$ cat src/rtl/mcore_pkg.sv
`timescale 1ns/1ps
package mcore_pkg;
    localparam int XLEN   = 32;
    localparam int NREG   = 32;
    localparam int RIDX   = $clog2(NREG);
    localparam int IMMW   = 16;
    localparam int TGTW   = 26;
    localparam int OPW    = 6;

    typedef logic [XLEN-1:0] word_t;
    typedef logic [RIDX-1:0] ridx_t;

    localparam logic [OPW-1:0] OPC_REG   = 6'd0;
    localparam logic [OPW-1:0] OPC_JUMP  = 6'd2;
    localparam logic [OPW-1:0] OPC_BEQ   = 6'd4;
    localparam logic [OPW-1:0] OPC_BNE   = 6'd5;
    localparam logic [OPW-1:0] OPC_ADDI  = 6'd8;
    localparam logic [OPW-1:0] OPC_LOAD  = 6'd35;
    localparam logic [OPW-1:0] OPC_STORE = 6'd43;
    localparam logic [5:0]     FN_ADD    = 6'd32;
    localparam logic [5:0]     FN_SUB    = 6'd34;

    typedef enum logic [0:0] {ALU_ADD, ALU_SUB} alu_op_e;
    typedef enum logic [1:0] {PC_SEQ, PC_BEQ, PC_BNE, PC_JMP} pc_sel_e;

    typedef struct packed {
        logic [OPW-1:0]  op;
        ridx_t           rs;
        ridx_t           rt;
        ridx_t           rd;
        logic [5:0]      funct;
        logic [IMMW-1:0] imm;
        logic [TGTW-1:0] target;
    } fields_t;

    typedef struct packed {
        logic    legal;
        logic    reg_we;
        ridx_t   wsel;
        logic    use_imm;
        alu_op_e alu_op;
        logic    mem_rd;
        logic    mem_wr;
        pc_sel_e pc_sel;
    } ctrl_t;

    function automatic fields_t split_fields(input word_t w);
        fields_t f;
        f.op     = w[31:26];
        f.rs     = w[25:21];
        f.rt     = w[20:16];
        f.rd     = w[15:11];
        f.funct  = w[5:0];
        f.imm    = w[15:0];
        f.target = w[25:0];
        return f;
    endfunction

    function automatic word_t sext_imm(input logic [IMMW-1:0] v);
        return {{(XLEN-IMMW){v[IMMW-1]}}, v};
    endfunction
endpackage

$ cat src/rtl/mcore_decode.sv
`timescale 1ns/1ps
module mcore_decode
    import mcore_pkg::*;
(
    input  word_t           instr,
    output ridx_t           rs,
    output ridx_t           rt,
    output logic [IMMW-1:0] imm16,
    output logic [TGTW-1:0] target,
    output word_t           imm_ext,
    output ctrl_t           ctl
);
    fields_t fld;

    always_comb begin
        fld     = split_fields(instr);
        rs      = fld.rs;
        rt      = fld.rt;
        imm16   = fld.imm;
        target  = fld.target;
        imm_ext = sext_imm(fld.imm);

        ctl        = '0;
        ctl.wsel   = fld.rt;
        ctl.alu_op = ALU_ADD;
        ctl.pc_sel = PC_SEQ;

        case (fld.op)
            OPC_REG: begin
                if (fld.funct == FN_ADD || fld.funct == FN_SUB) begin
                    ctl.legal  = 1'b1;
                    ctl.reg_we = 1'b1;
                    ctl.wsel   = fld.rd;
                    ctl.alu_op = (fld.funct == FN_SUB) ? ALU_SUB : ALU_ADD;
                end
            end
            OPC_ADDI: begin
                ctl.legal   = 1'b1;
                ctl.reg_we  = 1'b1;
                ctl.use_imm = 1'b1;
            end
            OPC_LOAD: begin
                ctl.legal   = 1'b1;
                ctl.reg_we  = 1'b1;
                ctl.use_imm = 1'b1;
                ctl.mem_rd  = 1'b1;
            end
            OPC_STORE: begin
                ctl.legal   = 1'b1;
                ctl.use_imm = 1'b1;
                ctl.mem_wr  = 1'b1;
            end
            OPC_BEQ: begin
                ctl.legal  = 1'b1;
                ctl.alu_op = ALU_SUB;
                ctl.pc_sel = PC_BEQ;
            end
            OPC_BNE: begin
                ctl.legal  = 1'b1;
                ctl.alu_op = ALU_SUB;
                ctl.pc_sel = PC_BNE;
            end
            OPC_JUMP: begin
                ctl.legal  = 1'b1;
                ctl.pc_sel = PC_JMP;
            end
            default: ;
        endcase
    end

    // an unsupported encoding may not request any side effect
    always_comb begin
        a_r10_no_side_effect: assert (ctl.legal || !(ctl.reg_we || ctl.mem_wr || ctl.mem_rd));
    end
endmodule

$ cat src/rtl/mcore_regfile.sv
`timescale 1ns/1ps
module mcore_regfile #(
    parameter int NR = 32,
    parameter int W  = 32,
    localparam int IW = $clog2(NR)
) (
    input  logic          clk,
    input  logic          rst,
    input  logic [IW-1:0] ra_sel,
    input  logic [IW-1:0] rb_sel,
    input  logic [IW-1:0] rc_sel,
    input  logic          we,
    input  logic [IW-1:0] wsel,
    input  logic [W-1:0]  wdata,
    output logic [W-1:0]  ra,
    output logic [W-1:0]  rb,
    output logic [W-1:0]  rc
);
    logic [W-1:0] regs_q [NR];

    assign regs_q[0] = '0;

    for (genvar g = 1; g < NR; g++) begin : g_reg
        always_ff @(posedge clk) begin
            if (rst)
                regs_q[g] <= '0;
            else if (we && wsel == IW'(g))
                regs_q[g] <= wdata;
        end
    end

    assign ra = regs_q[ra_sel];
    assign rb = regs_q[rb_sel];
    assign rc = regs_q[rc_sel];

    // a write to a nonzero register is readable on the next cycle
    a_r12_write_lands: assert property (@(posedge clk) disable iff (rst)
        (we && wsel != '0 && wsel == rc_sel) |=> (rc == $past(wdata) || rc_sel != $past(rc_sel)));
    // register 0 stays zero whatever is written to it
    a_r2_zero_holds: assert property (@(posedge clk) disable iff (rst)
        (rc_sel == '0) |-> (rc == '0));
endmodule

$ cat src/rtl/mcore_alu.sv
`timescale 1ns/1ps
module mcore_alu
    import mcore_pkg::*;
(
    input  word_t   a,
    input  word_t   b,
    input  alu_op_e op,
    output word_t   y,
    output logic    zero
);
    always_comb begin
        case (op)
            ALU_SUB: y = a - b;
            default: y = a + b;
        endcase
        zero = (y == '0);
    end
endmodule

$ cat src/rtl/mcore_nextpc.sv
`timescale 1ns/1ps
module mcore_nextpc
    import mcore_pkg::*;
(
    input  word_t           pc,
    input  pc_sel_e         sel,
    input  logic            equal,
    input  logic [IMMW-1:0] off16,
    input  logic [TGTW-1:0] target,
    output word_t           npc,
    output logic            redirect
);
    word_t pc4;
    word_t br_tgt;
    word_t jmp_tgt;
    word_t off_ext;

    always_comb begin
        pc4     = pc + word_t'(4);
        off_ext = sext_imm(off16);
        br_tgt  = pc4 + {off_ext[XLEN-3:0], 2'b00};
        jmp_tgt = {pc4[XLEN-1:XLEN-4], target, 2'b00};
        case (sel)
            PC_BEQ:  redirect = equal;
            PC_BNE:  redirect = !equal;
            PC_JMP:  redirect = 1'b1;
            default: redirect = 1'b0;
        endcase
        if (sel == PC_JMP)
            npc = jmp_tgt;
        else if (redirect)
            npc = br_tgt;
        else
            npc = pc4;
    end
endmodule

$ cat src/rtl/sc_core.sv
`timescale 1ns/1ps
module sc_core
    import mcore_pkg::*;
(
    input  logic        clk,
    input  logic        rst,
    output logic [31:0] imem_addr,
    input  logic [31:0] imem_rdata,
    output logic [31:0] dmem_addr,
    output logic [31:0] dmem_wdata,
    output logic        dmem_we,
    input  logic [31:0] dmem_rdata,
    input  logic [4:0]  dbg_sel,
    output logic [31:0] dbg_data,
    output logic        illegal,
    output logic        mem_misalign
);
    word_t           pc_q;
    word_t           pc_next;
    ridx_t           rs_sel;
    ridx_t           rt_sel;
    logic [IMMW-1:0] imm16;
    logic [TGTW-1:0] target;
    word_t           imm_ext;
    ctrl_t           ctl;
    word_t           rs_val;
    word_t           rt_val;
    word_t           alu_b;
    word_t           alu_y;
    logic            alu_zero;
    logic            redirect;
    logic            rf_we;
    word_t           rf_wdata;

    always_ff @(posedge clk) begin
        if (rst)
            pc_q <= '0;
        else
            pc_q <= pc_next;
    end

    mcore_decode u_dec (
        .instr   (imem_rdata),
        .rs      (rs_sel),
        .rt      (rt_sel),
        .imm16   (imm16),
        .target  (target),
        .imm_ext (imm_ext),
        .ctl     (ctl)
    );

    mcore_regfile #(.NR(NREG), .W(XLEN)) u_rf (
        .clk    (clk),
        .rst    (rst),
        .ra_sel (rs_sel),
        .rb_sel (rt_sel),
        .rc_sel (dbg_sel),
        .we     (rf_we),
        .wsel   (ctl.wsel),
        .wdata  (rf_wdata),
        .ra     (rs_val),
        .rb     (rt_val),
        .rc     (dbg_data)
    );

    assign alu_b = ctl.use_imm ? imm_ext : rt_val;

    mcore_alu u_alu (
        .a    (rs_val),
        .b    (alu_b),
        .op   (ctl.alu_op),
        .y    (alu_y),
        .zero (alu_zero)
    );

    mcore_nextpc u_npc (
        .pc       (pc_q),
        .sel      (ctl.pc_sel),
        .equal    (alu_zero),
        .off16    (imm16),
        .target   (target),
        .npc      (pc_next),
        .redirect (redirect)
    );

    always_comb begin
        mem_misalign = (ctl.mem_rd || ctl.mem_wr) && (alu_y[1:0] != 2'b00);
        dmem_we      = ctl.mem_wr && !mem_misalign;
        rf_we        = ctl.reg_we && !(ctl.mem_rd && mem_misalign);
        rf_wdata     = ctl.mem_rd ? dmem_rdata : alu_y;
        illegal      = !ctl.legal;
    end

    assign imem_addr  = pc_q;
    assign dmem_addr  = alu_y;
    assign dmem_wdata = rt_val;

    // a misaligned access never reaches memory
    a_r7_no_misaligned_store: assert property (@(posedge clk) disable iff (rst)
        mem_misalign |-> !dmem_we);
    // an unsupported instruction falls through to the next word
    a_r10_illegal_falls_through: assert property (@(posedge clk) disable iff (rst)
        illegal |=> (imem_addr == $past(imem_addr) + 32'd4));
    // no memory activity from an unsupported instruction
    a_r10_illegal_quiet: assert property (@(posedge clk) disable iff (rst)
        illegal |-> (!dmem_we && !mem_misalign));
    // without a redirect the counter moves by one word
    a_r11_sequential: assert property (@(posedge clk) disable iff (rst)
        !redirect |=> (imem_addr == $past(imem_addr) + 32'd4));
    // the fetch address stays word aligned
    a_r8_pc_aligned: assert property (@(posedge clk) disable iff (rst)
        imem_addr[1:0] == 2'b00);
endmodule

$ cat config.mk
export PLATFORM = sky130hd
export DESIGN_NAME = sc_core
export DESIGN_NICKNAME = d
export VERILOG_FILES = /design/src/rtl/mcore_pkg.sv /design/src/rtl/mcore_decode.sv /design/src/rtl/mcore_regfile.sv /design/src/rtl/mcore_alu.sv /design/src/rtl/mcore_nextpc.sv /design/src/rtl/sc_core.sv
export SDC_FILE = /design/constraint.sdc
export NUM_CORES = 2
export LEC_CHECK = 0
export BUFFER_PORTS_ARGS = -buffer_cell sky130_fd_sc_hd__buf_2
export CAP_MARGIN = 20
export CELL_PAD_IN_SITES_DETAIL_PLACEMENT = 1
export CELL_PAD_IN_SITES_GLOBAL_PLACEMENT = 1
export CORE_MARGIN = 1.5
export CORE_UTILIZATION = 50
export CTS_CLUSTER_SIZE = 40
export DETAILED_ROUTE_END_ITERATION = 12
export PLACE_DENSITY_LB_ADDON = 0.1
export SETUP_SLACK_MARGIN = 0.02
export SLEW_MARGIN = 10
export SYNTH_ARGS = -nofsm -noshare
export SYNTH_HDL_FRONTEND = slang
export SYNTH_SLANG_ARGS = --single-unit
$ cat constraint.sdc
create_clock -name clk -period 14.4 [get_ports clk]
set_clock_uncertainty 0.1 [all_clocks]
set_input_delay 3.6 -clock clk [delete_from_list [all_inputs] [get_ports clk]]
set_output_delay 3.6 -clock clk [all_outputs]
set_load 0.02 [all_outputs]
==> parameters.txt <==
Parameter                              Value

Status
  Run status ... finished, final reports clean

Yosys
  Primary flip-flop cell chosen by synthesis mapping ... dfxtp_1
  Synthesized cell area ... 63,900 um^2
  Flip-flop and latch count after synthesis ... 1,022
  Leading area contributor after synthesis ... dfxtp_1
  Post-synthesis instance total ... 6,426
  Area share of the largest cell type after synthesis ... 32.0%
  Avg Synthesized Cell Area ... 9.94 um^2
  Share of synthesized registers carrying an async set or reset ... 0%
  Sequential cell area fraction in the yosys report ... 32.0%
  Number of flops mapped to enable cells by yosys ... 0
  Number of synthesis warnings ... 0
  Main area contributors after synthesis ... dfxtp_1 (32%), mux4_2 (27%), a211oi_1 (8.3%), nor2_1 (7.0%), a21oi_1 (3.2%)
  Number of unique standard cell types used by synthesis ... 80

Global route
  Maximum number of pins on one net before global-route repair ... 187
  Global Route met2 Usage ... 62.7%
  Global-route usage over all layers ... 42.5%
  Grt met1 use ... 54.9%
  GRT Residual Overflow ... 0
  Wire length of the first global-routing pass ... 408 mm
  Via count of the first global-routing pass ... 58,300
  Met3 GRT Util ... 13.7%
  Global routing's busiest layer ... met2
  Initial antenna violation count ... 17

Clock network
  Clock Root Buffer ... clkbuf_16
  Number of clock buffers inserted by TritonCTS ... 116
  Number of gates resized after cts ... 0
  Buffer depth of the longest clock path ... 3
  Number of buffers inserted to repair setup after CTS ... 0
  Count of hold buffers inserted by post-cts repair ... 0
  Clock sink count ... 1,022
  Number of H-tree branching levels ... 3
  CTS tree ... done
  Clock-pin slew on the worst setup and hold paths ... 0.06 ns
  Clock latency on the worst-skew pair ... 0.80 ns

Die
  Floorplan die height ... 361 um
  Die outline area ... 130,000 um^2
  Standard-cell rows ... 130
  Initial Utilization ... 50.6%
  Floorplan core area ... 126,000 um^2
  Top-Level Pins ... 202
  Floorplan die width ... 361 um

Routing
  Number of design-rule violations left by the first detailed-router iteration ... 7,887
  Detail Route Antenna Nets ... 0
  Post-route DRC violation count ... 0
  Detailed Route WL ... 282 mm
  Drt via density ... 7.37
  Detailed-route via count ... 59,000
  Number of detailed-routing iterations run before antenna repair ... 8
  Detail-routed net length per standard cell ... 35.2 um

Setup path
  Category of the most critical setup path ... primary input to output port
  Worst EP required ... 10.70 ns
  Slack of the worst reg-to-reg path ... 6.16 ns
  Reg-to-Reg End ... imem_addr[21]
  Startpoint kind of the worst setup timing path ... primary input
  Largest driver fanout on the critical path ... 24
  Worst endpoint data arrival time ... 10.31 ns
  R2r worst-path depth ... 27
  Crit path capture type ... output port
  Worst flop-to-flop path startpoint ... u_rf.regs_q[514]

Min path
  Count of cells along the worst hold path ... 2
  Hold Startpoint ... u_rf.regs_q[562]
  Class of the tightest hold or removal check ... flip-flop to flip-flop
  Hold endpoint ... u_rf.regs_q[562]

Timing
  Worst slew margin ... 14.0%
  Slack of the critical path ... 0.393 ns
  Setup Viol. Count Final ... 0
  Setup repair after global routing missed its margin ... false
  Smallest hold slack ... 0.385 ns
  Setup TNS ... 0 ns
  Number of hold violations in the final report ... 0
  Final max-slew violation count ... 0
  Worst Max-Slew Pin Slew ... 1.28 ns
  Share of the cycle needed by the critical path after routing ... 97.3%
  Min Clock Period, post-route ... 14.01 ns
  Highest clock rate ... 71.4 MHz

Layout
  Layout Area Growth over Synthesis ... 10.4%
  Layout cell share with drive strength beyond 1 ... 25.6%
  Layout filler cell count ... 13,500
  Final design utilization ... 55.9%
  Leading cell type in the layout, fill and taps excluded ... nor2_1
  Number of nets in the layout ... 6,380
  Most frequent cells in the layout ... nor2_1 (1,151), dfxtp_1 (1,022), mux4_2 (770)

Power and ir drop
  Worst supply voltage drop on vdd ... 97.2 uV
  Reported leakage power ... 24.0 nW
  Power density relative to cell area ... 99.5 nW/um^2

Placement
  HPWL reported at the end of detailed placement ... 176 mm
  Routability congestion estimate from global placement ... 0.955
  Port buffer count ... 199
  Worst setup slack after placement ... 0.373 ns

Run
  Max Cap Violations ... 0
worst max-delay path, cell delays in order:
cell,delay (ns)
buf_8,0.34
buf_4,0.26
mux4_2,0.51
mux2i_1,0.24
o22ai_1,0.19
nor4bb_1,0.53
buf_4,0.26
a31oi_1,0.15
or3b_1,0.46
nor2b_1,0.17
inv_1,0.09
or4_4,0.52
o31ai_4,0.31
xnor2_1,0.13
ha_1,0.40
a31o_2,0.18
a21oi_1,0.10
or3_1,0.38
a21o_1,0.20
a21oi_1,0.29
o21bai_1,0.11
a21oi_1,0.18
xor2_1,0.25
xnor2_1,0.23
buf_2,0.23
logic make-up after synthesis:
logic type / Yosys count / synth area share, %
AND/OR/NAND/NOR: 1906 / 12.2
AO/OA/AOI/OAI: 1529 / 16.4
multiplexers: 1062 / 32.1
flip-flops: 1022 / 32.0
buffers and inverters: 737 / 4.62
XOR/XNOR: 105 / 1.44
adder cells (fa/ha/maj): 64 / 1.28
other: 1 / 0.00587
synth_stat cells, types with 6 or more instances:
master,number
a22o_1,81
a211oi_1,709
a221o_1,8
a211o_1,9
nand2_1,470
xor2_1,44
mux4_2,770
dfxtp_1,1022
mux2_2,176
nand3_1,40
ha_1,62
a22oi_1,29
a21oi_1,411
o32ai_1,7
clkbuf_1,548
a221oi_1,33
or4_1,6
o21bai_1,6
nor4_1,7
nand2b_1,23
xnor2_1,61
o211ai_1,10
o31ai_1,8
nand4_1,14
and3_1,22
nand3b_1,6
a2111oi_0,21
or3_1,10
or2_2,7
nor2_1,1184
o21a_1,25
o22ai_1,12
buf_4,21
a31oi_1,16
buf_1,85
buf_6,9
a21o_1,27
nor2b_1,24
and2_1,18
nor3_1,50
mux2i_1,116
o21ai_0,76
buf_2,32
inv_1,40
where the power goes:
part | leakage, nW | switching (mW) | internal, mW
Clock | 1.98 | 1.35 | 1.83
Combinational | 13.8 | 0.718 | 0.282
Sequential | 8.23 | 0.00578 | 2.83
Total | 24.0 | 2.08 | 4.95
state kept, by name, summed over array words and instances, names as in the netlist:
name,count
imem_addr,30
u_rf.regs_q,992
through the flow:
stage / total power, mW / instances / area, um^2
2_1_floorplan: 3.49 / 6427 / 63900
3_3_place_gp: 3.84 / 7770 / 66400
3_5_place_dp: 3.86 / 7772 / 66400
6_report: 7.02 / 7996 / 70600
5_1_grt: 7.17 / 7988 / 70500
4_1_cts: 6.99 / 7983 / 70500
final cells by class:
| type | instances | area [um^2] | share of cell area [%] |
|---|---|---|---|
| Timing Repair Buffer | 395 | 2810 | 3.98 |
| Multi-Input combinational cell | 4668 | 41000 | 58.1 |
| Inverter | 42 | 160 | 0.227 |
| Antenna cell | 8 | 20.0 | 0.0284 |
| Clock inverter | 51 | 698 | 0.989 |
| Tap cell | 1650 | 2060 | 2.93 |
| Sequential cell | 1022 | 20500 | 29.0 |
| Clock buffer | 160 | 3330 | 4.72 |
worst max path at each step:
stage | endpoint | depth (start not counted) | startpoint
after floorplan | dmem_addr[31] | 27 | imem_rdata[16]
after global placement | dmem_addr[31] | 24 | imem_rdata[16]
after detailed placement | dmem_addr[31] | 24 | imem_rdata[16]
after CTS | dmem_addr[31] | 24 | imem_rdata[16]
after global routing | dmem_addr[31] | 25 | imem_rdata[16]
final | dmem_addr[31] | 25 | imem_rdata[16]
routing by layer:
layer  vias up  wire (um)
met5         -        444
met4        30      17500
met3       989      35900
met2      3879     123000
met1     30100     105000
li1      23900          -
Power figures use the tool's default switching activity.
